[src/rtl/lane_imm_pkg.sv]
package lane_imm_pkg;

    typedef enum logic [1:0] {
        MODE_BCAST = 2'd0,
        MODE_SLANE = 2'd1,
        MODE_ULANE = 2'd2,
        MODE_RSVD  = 2'd3
    } imm_mode_e;

    typedef struct packed {
        logic bcast;
        logic sgn;
        logic uns;
        logic rsvd;
    } lane_sel_t;

    typedef enum logic {
        OUT_IDLE  = 1'b0,
        OUT_FRESH = 1'b1
    } out_state_e;

endpackage

[src/rtl/lane_imm_mode_dec.sv]
module lane_imm_mode_dec
    import lane_imm_pkg::*;
(
    input  logic [1:0] mode_raw,
    output lane_sel_t  sel
);

    imm_mode_e mode_q;

    always_comb begin
        mode_q = imm_mode_e'(mode_raw);
        sel    = '0;
        unique case (mode_q)
            MODE_BCAST: sel.bcast = 1'b1;
            MODE_SLANE: sel.sgn   = 1'b1;
            MODE_ULANE: sel.uns   = 1'b1;
            MODE_RSVD:  sel.rsvd  = 1'b1;
        endcase
    end

endmodule

[src/rtl/lane_imm_lane.sv]
module lane_imm_lane
    import lane_imm_pkg::*;
#(
    parameter int LANE_W = 32,
    parameter int IMM_W  = 32
) (
    input  logic [IMM_W-1:0]  word,
    input  logic              bit_lo,
    input  logic              bit_hi,
    input  lane_sel_t         sel,
    output logic [LANE_W-1:0] value
);

    localparam int EXT_W = LANE_W - 2;

    logic [LANE_W-1:0] bcast_val;
    logic [LANE_W-1:0] sgn_val;
    logic [LANE_W-1:0] uns_val;

    always_comb begin
        bcast_val = LANE_W'(word);
        sgn_val   = {{EXT_W{bit_hi}}, bit_hi, bit_lo};
        uns_val   = {{EXT_W{1'b0}}, bit_hi, bit_lo};
    end

    always_comb begin
        value = '0;
        unique case (1'b1)
            sel.bcast: value = bcast_val;
            sel.sgn:   value = sgn_val;
            sel.uns:   value = uns_val;
            sel.rsvd:  value = '0;
            default:   value = '0;
        endcase
    end

endmodule

[src/rtl/lane_imm_expander.sv]
module lane_imm_expander
    import lane_imm_pkg::*;
#(
    parameter int LANES  = 16,
    parameter int LANE_W = 32
) (
    input  logic                      clk,
    input  logic                      rst_n,
    input  logic                      in_valid,
    input  logic [2*LANES-1:0]        imm_word,
    input  logic [1:0]                mode,
    output logic                      out_valid,
    output logic [LANES*LANE_W-1:0]   out_lanes,
    output logic                      mode_err
);

    localparam int IMM_W = 2 * LANES;
    localparam int VEC_W = LANES * LANE_W;

    lane_sel_t          sel;
    logic [VEC_W-1:0]   lanes_nx;
    out_state_e         state_q;
    out_state_e         state_nx;

    lane_imm_mode_dec u_dec (
        .mode_raw (mode),
        .sel      (sel)
    );

    for (genvar g = 0; g < LANES; g++) begin : g_lane
        lane_imm_lane #(
            .LANE_W (LANE_W),
            .IMM_W  (IMM_W)
        ) u_lane (
            .word   (imm_word),
            .bit_lo (imm_word[g]),
            .bit_hi (imm_word[g+LANES]),
            .sel    (sel),
            .value  (lanes_nx[g*LANE_W +: LANE_W])
        );
    end

    // Next-state logic: T_CAPTURE on strobe, T_DRAIN otherwise
    always_comb begin
        state_nx = state_q;
        unique case (state_q)
            OUT_IDLE:  state_nx = in_valid ? OUT_FRESH : OUT_IDLE;
            OUT_FRESH: state_nx = in_valid ? OUT_FRESH : OUT_IDLE;
            default:   state_nx = OUT_IDLE;
        endcase
    end

    // State register
    always_ff @(posedge clk) begin
        if (!rst_n) begin
            state_q <= OUT_IDLE;
        end else begin
            state_q <= state_nx;
        end
    end

    // Output registers
    always_ff @(posedge clk) begin
        if (!rst_n) begin
            out_lanes <= '0;
            mode_err  <= 1'b0;
        end else if (in_valid) begin
            out_lanes <= lanes_nx;
            mode_err  <= sel.rsvd;
        end
    end

    assign out_valid = (state_q == OUT_FRESH);

endmodule

[config.mk]
export PLATFORM = sky130hd
export DESIGN_NAME = lane_imm_expander
export DESIGN_NICKNAME = d
export VERILOG_FILES = /design/src/rtl/lane_imm_pkg.sv /design/src/rtl/lane_imm_mode_dec.sv /design/src/rtl/lane_imm_lane.sv /design/src/rtl/lane_imm_expander.sv
export SDC_FILE = /design/constraint.sdc
export NUM_CORES = 1
export LEC_CHECK = 0
export BUFFER_PORTS_ARGS = -buffer_cell sky130_fd_sc_hd__buf_2
export CORE_MARGIN = 4
export CORE_UTILIZATION = 25
export CTS_BUF_LIST = sky130_fd_sc_hd__clkbuf_8
export CTS_CLUSTER_DIAMETER = 150
export DETAILED_ROUTE_END_ITERATION = 8
export SLEW_MARGIN = 30
export SYNTH_ARGS = -nofsm -noshare
export SYNTH_HDL_FRONTEND = slang
export SYNTH_SLANG_ARGS = --single-unit
[constraint.sdc]
create_clock -name clk -period 3.5 [get_ports clk]
set_clock_uncertainty 0.2 [all_clocks]
set_input_delay 0.175 -clock clk [delete_from_list [all_inputs] [get_ports clk]]
set_output_delay 0.175 -clock clk [all_outputs]
set_load 0.005 [all_outputs]
==> results of run 1 <==
per-stage QoR:
stage                     instance area [um2]  setup WS, ps  hold slack [ps]
final                                   23300           612              150
after global routing                    23300           527              123
after CTS                               23300           765             62.1
after detailed placement                20700           859              248
after global placement                  20600           848              247
after floorplan                         17100          1990              114
cell usage in the layout (no fill, tap or decap):
cell,netlist,layout
a21boi_2,25,14
inv_8,0,1
dfxtp_1,514,514
diode_2,0,2
nand2_1,63,60
bufinv_16,0,4
buf_8,0,2
nand2b_1,3,3
nand2_2,0,3
a21boi_4,0,18
clkinv_2,0,7
dlygate4sd3_1,0,73
a21boi_1,8,1
a21boi_0,2,2
xor2_4,0,1
nand3b_1,1,1
clkbuf_8,0,106
nand3_1,2,2
buf_2,60,548
clkinvlp_4,0,2
and2_1,16,16
o22ai_1,15,15
inv_1,15,50
o21ai_0,495,495
a21oi_1,495,495
buf_16,0,1
inv_6,0,2
nor2b_2,0,1
clkinv_8,0,3
buf_4,14,45
buf_12,0,6
nor2_4,0,1
what timing repair did:
item,CTS,global route
hold endpoints to repair,502,0
hold buffers,73,0
endpoints found under the setup margin,0,0
worst paths after layout:
check,start,to,slack [ps],depth (start not counted)
worst max-delay path,mode[1],out_lanes[288]$_SDFFE_PN0P_,610,7
worst max register to register,out_lanes[128]$_SDFFE_PN0P_,out_lanes[128]$_SDFFE_PN0P_,2040,3
worst min-delay path,imm_word[31],out_lanes[481]$_SDFFE_PN0P_,150,4
worst min register to register,mode_err$_SDFFE_PN0P_,mode_err$_SDFFE_PN0P_,280,2
critical path: cells and delay by family:
kind	cells	cell delay [ps]
AOI/OAI and AO/OA	1	140
xor gates and xnor gates	1	690
and+or+nand+nor	1	130
buffers and inverters	4	2130
kinds of logic (layout without fill, tap and decap cells):
kind of cell | Yosys count | after routing | share of synthesized area (%)
AOI/OAI and AO/OA | 1040 | 1040 | 31.7
xor gates and xnor gates | 1 | 1 | 0.0513
buffers and inverters | 225 | 850 | 5.74
DFF | 514 | 514 | 60.3
other | 0 | 2 | 0
and+or+nand+nor | 87 | 87 | 2.24
power breakdown:
part           internal (W)  total (W)  switching (W)
Sequential          0.00624    0.00643       0.000186
Combinational      0.000603    0.00164        0.00104
Clock               0.00306    0.00564        0.00258
flip-flops by register name, indices dropped and copies added (netlist names):
signal     cells
mode_err       1
out_lanes    512
out_valid      1
final cells by class:
type                            instances  area [um2]  share of cell area [%]
Antenna cell                            2        5.00                  0.0215
Clock buffer                          106        1460                    6.27
Clock inverter                         54         379                    1.63
Inverter                               15        56.3                   0.242
Multi-Input combinational cell       1128        5990                    25.8
Sequential cell                       514       10300                    44.2
Tap cell                              873        1090                    4.70
Timing Repair Buffer                  675        3990                    17.1
metal layers:
layer  part of all wire [%]  up-vias  track usage [%]
li1                       -     7679                -
met1                     45     8110             26.7
met2                     44      721             30.5
met3                    8.7      113             6.09
met4                    2.3        0             6.08
met5                      0        -                0
==> reports/metrics.csv, run 1 <==
stage;metric;value;unit
status;outcome;complete, no violations;
clock_tree;worstSkewPairLatency;680;ps
yosys;synth_top_area_share;60.3;%
die;die_y;269;um
yosys;synth.cell_area;0.0171;mm2
drt;vias;16623;
pwr;total_power;0.0137;W
drt;finalWirelength;75.5;mm
pwr;cellLeakagePower;10.4;nW
timing;period_needed;2890;ps
placed_design;io_buffers;550;
critical_path;slowest_stage;xor2_4;
finish;fillers;7008;
grt;grt_pass1_wl;110;mm
critical_path;crit_fanout;22;
finish;utilization;34.5;%
yosys;yosysMostFrequentCell;dfxtp_1;
timing;clock.fmax;346;MHz
yosys;yosysTopAreaCell;dfxtp_1;
yosys;ys_types;21;
timing;period_share;82.5;%
critical_path;cp-start-kind;primary input;
clock_tree;cts_sinks;514;
drt;via_per_inst;4.94;
yosys;synth_edf_count;0;
clock_tree;tritoncts;yes;
placed_design;place_congestion;0.748;
yosys;post_synth_most_frequent_cells;dfxtp_1 (514), a21oi_1 (495), o21ai_0 (495), clkbuf_1 (133), nand2_1 (63);
placed_design;post-dp-hpwl;47.4;mm
clock_tree;cts_setup_buffers;0;
timing;drv_slew;0;
yosys;yosysWarnings;0;
die;die-area;0.0725;mm2
timing;rsz0062_at_grt;false;
run;cap_violations;0;
yosys;avgSynthCellArea;9.14;um2
critical_path;end_kind;register;
grt;grt_max_degree;193;
placed_design;dp.cells;3132;
die;pin_count;551;
yosys;ys.flop_type;dfxtp_1;
timing;hold_violations;0;
yosys;synth_cells;1867;
drt;first_iter_violations;1447;
drt;ant_nets;0;
yosys;ys_seq_area_share;60.3;%
clock_tree;ctsHtreeMaxLevel;3;
finish;final_nets;2458;
critical_path;arrival;3290;ps
grt;first_global_vias;16210;
die;start_util;25.3;%
yosys;ys_seq_elements;514;
grt;grt_remaining_overflow;0;
finish;area_growth;36.3;%
clock_tree;root_buffer;clkbuf_8;
grt;antenna_found_initial;4;
yosys;synthArstFlopShare;0;%
clock_tree;post_cts_resized;0;
critical_path;path_cells;dlygate4sd3_1 -> buf_2 -> xor2_4 -> nand2_1 -> dlygate4sd3_1 -> a21oi_1 -> dlygate4sd3_1;
critical_path;critical_path_class;in2reg;
finish;drive_above_1_share;30.7;%
finish;stdcell_count;3367;
yosys;syn_nets;1904;
min_path;hp-class;in2reg;
pwr;ir_drop;325;uV
timing;tightest_slew;1040;ps
die;die_w;269;um
clock_tree;clk_pin_slew;60;ps
die;core_area;0.0674;mm2
critical_path;cpMostUsedCell;dlygate4sd3_1;
die;row_count;95;
clock_tree;clockBufferDepth;3;
clock_tree;numCtsBuffers;87;
pwr;power.density;589;mW/mm2
critical_path;max_stage_delay;690;ps
grt;track_usage;19.8;%
drt;drt_pass1_iterations;6;
timing;slew_headroom;30.7;%
drt;drc_errors;0;
drt;wl_per_cell;22.4;um
critical_path;worst_ep_required_time;3900;ps
yosys;synthTopCellsByArea;dfxtp_1 (60%), a21oi_1 (15%), o21ai_0 (15%);
timing;setup_tns;0;ps
timing;setup_viol;0;
(Power assumes the default switching activity.)
==> inputs of run 2 (changes only) <==
==> constraint.sdc (replaced) <==
create_clock -name clk -period 2.4 [get_ports clk]
set_clock_uncertainty 0.2 [all_clocks]
set_input_delay 0.12 -clock clk [delete_from_list [all_inputs] [get_ports clk]]
set_output_delay 0.12 -clock clk [all_outputs]
set_load 0.005 [all_outputs]
==> run 2 against run 1 <==
Net effect:
- worst hold slack improved by 60 ps
- first-iteration DRC count fell by 16%
- cell count rose by 1.0%
- sequential share of layout area shrank 0.94 points
- non-clock buffer count increased by 43
- count of clock-buffer cells in the layout shrank 6
- global-route usage rose by 0.43 points
- highest routed layer is now met5
==> reports/metrics.csv, run 2 (synthesized netlist as in run 1, its figures left out) <==
stage;metric;value;unit
finish;fillers;6959;
clock_tree;clockBufferDepth;3;
timing;hold_violations;0;
drt;ant_nets;0;
drt;first_iter_violations;1209;
clock_tree;root_buffer;clkbuf_8;
critical_path;cpMostUsedCell;dlygate4sd3_1;
pwr;power_frac_comb;13.0;%
critical_path;end_kind;register;
critical_path;reg2reg_depth;3;
critical_path;arrival;2750;ps
timing;clock.fmax;428;MHz
finish;drive_above_1_share;30.7;%
critical_path;r2r-start;out_lanes[128]$_SDFFE_PN0P_;
clock_tree;tritoncts;yes;
critical_path;path_delay_family;buffers and inverters;
grt;antenna_found_initial;5;
drt;via_per_inst;4.91;
finish;final_nets;2502;
grt;first_global_vias;16545;
pwr;p_seq_share;48.1;%
die;core_area;0.0674;mm2
die;die_w;269;um
clock_tree;clk_pin_slew;60;ps
placed_design;place_congestion;0.777;
die;row_count;95;
placed_design;io_buffers;550;
min_path;hp-class;in2reg;
finish;regMostFlops;out_lanes;
grt;track_usage;20.2;%
placed_design;post-dp-hpwl;48.7;mm
timing;period_share;97.4;%
finish;final_common_cell;buf_2;
pwr;netSwitchingFraction;28.0;%
timing;whs;210;ps
clock_tree;ctsHtreeMaxLevel;3;
clock_tree;worstSkewPairLatency;670;ps
grt;grt_max_degree;121;
drt;wl_per_cell;22.5;um
pwr;intPower;0.0140;W
grt;grt_remaining_overflow;0;
clock_tree;numCtsBuffers;88;
critical_path;critical_path_class;in2reg;
die;die-area;0.0725;mm2
die;die_y;269;um
timing;setup_tns;0;ps
critical_path;path_cells;dlygate4sd3_1 -> buf_2 -> buf_4 -> xor2_4 -> buf_12 -> nand2_1 -> dlygate4sd3_1 -> a21oi_1 -> dlygate4sd3_1;
timing;slew_headroom;36.4;%
timing;drv_slew;0;
critical_path;max_stage_delay;580;ps
critical_path;slowest_stage;dlygate4sd3_1;
pwr;cellLeakagePower;10.6;nW
run;cap_violations;0;
critical_path;worstSetupEndpoint;out_lanes[480]$_SDFFE_PN0P_;
critical_path;ff2ff_setup_slack;920;ps
die;pin_count;551;
critical_path;worst_ep_required_time;2810;ps
finish;utilization;35.3;%
pwr;clockPowerShare;38.9;%
finish;layout_common_cells;buf_2 (548), dfxtp_1 (514), o21ai_0 (495), a21oi_1 (495), clkbuf_8 (100);
pwr;ir_drop;430;uV
critical_path;cp-start-kind;primary input;
drt;drc_errors;0;
drt;finalWirelength;76.6;mm
clock_tree;cts_sinks;514;
critical_path;rr_endpoint;out_lanes[128]$_SDFFE_PN0P_;
critical_path;worstSetupStartpoint;mode[1];
pwr;power.density;819;mW/mm2
drt;drt_pass1_iterations;6;
timing;rsz0062_at_grt;false;
finish;largest_register_ff_count;512;
critical_path;crit_fanout;31;
timing;setup_slack;62.0;ps
timing;period_needed;2340;ps
critical_path;crit_cells;9;
status;outcome;complete, no violations;
critical_path;crit_buf_inv;6;
finish;area_growth;39.3;%
timing;tightest_slew;951;ps
die;start_util;25.3;%
pwr;switchingPower;0.00545;W
grt;grt_pass1_wl;113;mm
drt;vias;16687;
timing;setup_viol;0;
placed_design;dp_slack;290;ps
[run 2: layout make-up]
cell class              instances  area (um2)  share of cell area, %
repair buffers                718        4630                   19.5
inverters                      15        56.3                  0.237
well taps                     873        1090                   4.60
multi-input cells            1128        6030                   25.4
clock inverters                50         285                   1.20
clock buffers                 100        1380                   5.79
diodes                          4        10.0                 0.0421
flip-flops and latches        514       10300                   43.3
[run 2: worst min path at each step]
stage | from | endpoint | slack (ps) | cells after the start
final | imm_word[25] | out_lanes[289]$_SDFFE_PN0P_ | 210 | 4
after global routing | mode[0] | mode_err$_SDFFE_PN0P_ | 170 | 4
after CTS | mode[0] | mode_err$_SDFFE_PN0P_ | 90 | 4
after detailed placement | imm_word[4] | out_lanes[128]$_SDFFE_PN0P_ | 190 | 3
after global placement | imm_word[5] | out_lanes[160]$_SDFFE_PN0P_ | 180 | 3
after floorplan | imm_word[4] | out_lanes[128]$_SDFFE_PN0P_ | 60 | 2
[run 2: what timing repair did]
action / 4_1_cts / 5_1_grt
hold buffers: 98 / 0
setup buffers: 0 / 2
endpoints found under the hold margin: 514 / 0
setup endpoints to repair: 0 / 25
resized for setup: 0 / 7
[run 2: worst reg2reg max path: cells and delay by family, from the launching register on]
kind                   cells  cell delay, ps
buffers and inverters      1             590
flip-flops                 1             310
AO/OA/AOI/OAI              2             270
[run 2: metal layers]
metal  global-route usage (%)  wire length, um  up-vias
met3                     6.87             6840      153
met1                     26.6            33500     8008
li1                         -                -     7753
met2                     31.5            34000      771
met4                     6.35             2160        2
met5                        0               13        -
[run 2: power groups by stage]
stage | registers (W) | clock network [W] | logic [W]
after floorplan | 0.00958 | 0 | 0.000946
after global placement | 0.00953 | 0 | 0.00228
after detailed placement | 0.00953 | 0 | 0.00233
after CTS | 0.00936 | 0.00778 | 0.00251
after global routing | 0.00943 | 0.00821 | 0.00275
final | 0.00937 | 0.00757 | 0.00252
[run 2: metrics by stage]
| step | power, W | std cells | area, um2 |
|---|---|---|---|
| 2_1_floorplan | 0.0105 | 1867 | 17100 |
| 3_3_place_gp | 0.0118 | 3142 | 20800 |
| 3_5_place_dp | 0.0119 | 3148 | 21000 |
| 4_1_cts | 0.0197 | 3396 | 23700 |
| 5_1_grt | 0.0204 | 3399 | 23800 |
| 6_report | 0.0195 | 3402 | 23800 |
==> inputs of run 3 (changes only) <==
--- a/config.mk
+++ b/config.mk
@@ -8,7 +8,7 @@
 export BUFFER_PORTS_ARGS = -buffer_cell sky130_fd_sc_hd__buf_2
 export CORE_MARGIN = 4
 export CORE_UTILIZATION = 25
-export CTS_BUF_LIST = sky130_fd_sc_hd__clkbuf_8
+export CTS_BUF_LIST = sky130_fd_sc_hd__clkbuf_2 sky130_fd_sc_hd__clkbuf_4 sky130_fd_sc_hd__clkbuf_8
 export CTS_CLUSTER_DIAMETER = 150
 export DETAILED_ROUTE_END_ITERATION = 8
 export SLEW_MARGIN = 30
==> run 3 against run 2 <==
Net effect:
- critical path depth unchanged
- setup slack improved by 15 ps
- critical path type unchanged
- non-clock buffer count increased by 1
==> reports/metrics.csv, run 3 (synthesized netlist as in run 1, its figures left out) <==
stage;metric;value;unit
clock_tree;clockBufferDepth;3;
finish;largest_register_ff_count;512;
pwr;ir_drop;426;uV
run;cap_violations;0;
critical_path;cpMostUsedCell;dlygate4sd3_1;
timing;hold_violations;0;
grt;grt_remaining_overflow;0;
finish;final_nets;2503;
timing;clock.fmax;431;MHz
finish;regMostFlops;out_lanes;
drt;via_per_inst;4.91;
timing;drv_slew;0;
clock_tree;clk_pin_slew;60;ps
critical_path;slowest_stage;dlygate4sd3_1;
critical_path;worst_ep_required_time;2800;ps
critical_path;path_delay_family;buffers and inverters;
timing;slew_headroom;33.9;%
drt;finalWirelength;76.4;mm
die;core_area;0.0674;mm2
grt;grt_max_degree;121;
critical_path;max_stage_delay;570;ps
drt;drc_errors;0;
finish;layout_common_cells;buf_2 (548), dfxtp_1 (514), o21ai_0 (495), a21oi_1 (495), clkbuf_8 (100);
clock_tree;ctsHtreeMaxLevel;3;
timing;period_needed;2320;ps
placed_design;placed_cell_area;0.0210;mm2
grt;first_global_vias;16563;
min_path;hp-class;in2reg;
critical_path;crit_fanout;31;
grt;track_usage;20.2;%
finish;area_growth;40.1;%
grt;antenna_found_initial;5;
die;die-area;0.0725;mm2
finish;design_area;0.0239;mm2
clock_tree;tritoncts;yes;
critical_path;crit_buf_inv;6;
timing;period_share;96.8;%
die;die_w;269;um
timing;tightest_slew;988;ps
status;outcome;complete, no violations;
placed_design;post-dp-hpwl;48.7;mm
pwr;power.density;837;mW/mm2
pwr;cellLeakagePower;10.6;nW
critical_path;critical_path_class;in2reg;
timing;rsz0062_at_grt;false;
drt;wl_per_cell;22.5;um
drt;drt_pass1_iterations;5;
critical_path;path_cells;dlygate4sd3_1 -> buf_2 -> buf_4 -> xor2_4 -> buf_12 -> nand2_1 -> dlygate4sd3_1 -> a21oi_1 -> dlygate4sd3_1;
die;row_count;95;
timing;setup_tns;0;ps
placed_design;io_buffers;550;
grt;grt_pass1_wl;113;mm
drt;ant_nets;0;
critical_path;end_kind;register;
die;die_y;269;um
clock_tree;worstSkewPairLatency;660;ps
drt;vias;16710;
timing;setup_viol;0;
clock_tree;numCtsBuffers;88;
finish;drive_above_1_share;32.1;%
clock_tree;cts_sinks;514;
drt;first_iter_violations;1199;
die;pin_count;551;
critical_path;arrival;2720;ps
finish;final_common_cell;buf_2;
clock_tree;root_buffer;clkbuf_8;
critical_path;cp-start-kind;primary input;
die;start_util;25.3;%
placed_design;place_congestion;0.777;
run 3: metrics by stage:
step / hold slack (ps) / cells / power [W] / utilization (%) / setup slack (ps)
2_1_floorplan: 58.6 / 1867 / 0.0105 / - / 942
3_3_place_gp: 185 / 3142 / 0.0118 / 30.9 / 294
3_5_place_dp: 192 / 3148 / 0.0119 / 31.2 / 290
4_1_cts: 88.9 / 3397 / 0.0202 / 35.4 / 4.08
5_1_grt: 173 / 3400 / 0.0209 / 35.5 / 3.86
6_report: 208 / 3403 / 0.0200 / 35.5 / 77.2
run 3: what timing repair did:
action	4_1_cts	5_1_grt
endpoints found under the setup margin	0	25
hold endpoints to repair	514	0
setup buffers	0	2
hold buffers	99	0
gates resized for setup	0	7
run 3: routing by layer:
layer	part of all wire (%)	vias to the layer above	routed length [um]	global-route usage (%)
met5	0.017	-	13	0
met4	2.8	2	2130	6.26
met3	9.2	150	7040	6.78
met2	44	764	33800	31.7
met1	44	8042	33400	26.5
li1	-	7752	-	-
run 3: tightest hold or removal path: stages:
cell and delay [ps]:
dlygate4sd3_1 530, buf_2 200, nand2_1 80, a21oi_1 60
run 3: cell type report:
class                      count  area (um2)
antenna                        4        10.0
fill                        6936       43500
multi-input combinational   1128        6030
clock buffer                 135        1640
inverter                      15        56.3
sequential                   514       10300
clock inverter                15         154
timing repair buffer         719        4640
tap                          873        1090
run 3: power breakdown:
| group | internal (W) | switching [W] | leakage (nW) |
|---|---|---|---|
| combinational | 0.000987 | 0.00153 | 5.43 |
| sequential | 0.00910 | 0.000267 | 4.25 |
| clock | 0.00447 | 0.00364 | 0.946 |
| total | 0.0146 | 0.00544 | 10.6 |
run 3: path summary, 6_finish.rpt:
check,endpoint,cells after the start,from,slack (ps)
max,out_lanes[384]$_SDFFE_PN0P_,9,mode[1],80
min,out_lanes[289]$_SDFFE_PN0P_,4,imm_word[25],210
max reg2reg,out_lanes[320]$_SDFFE_PN0P_,3,out_lanes[320]$_SDFFE_PN0P_,920
min reg2reg,mode_err$_SDFFE_PN0P_,2,mode_err$_SDFFE_PN0P_,280
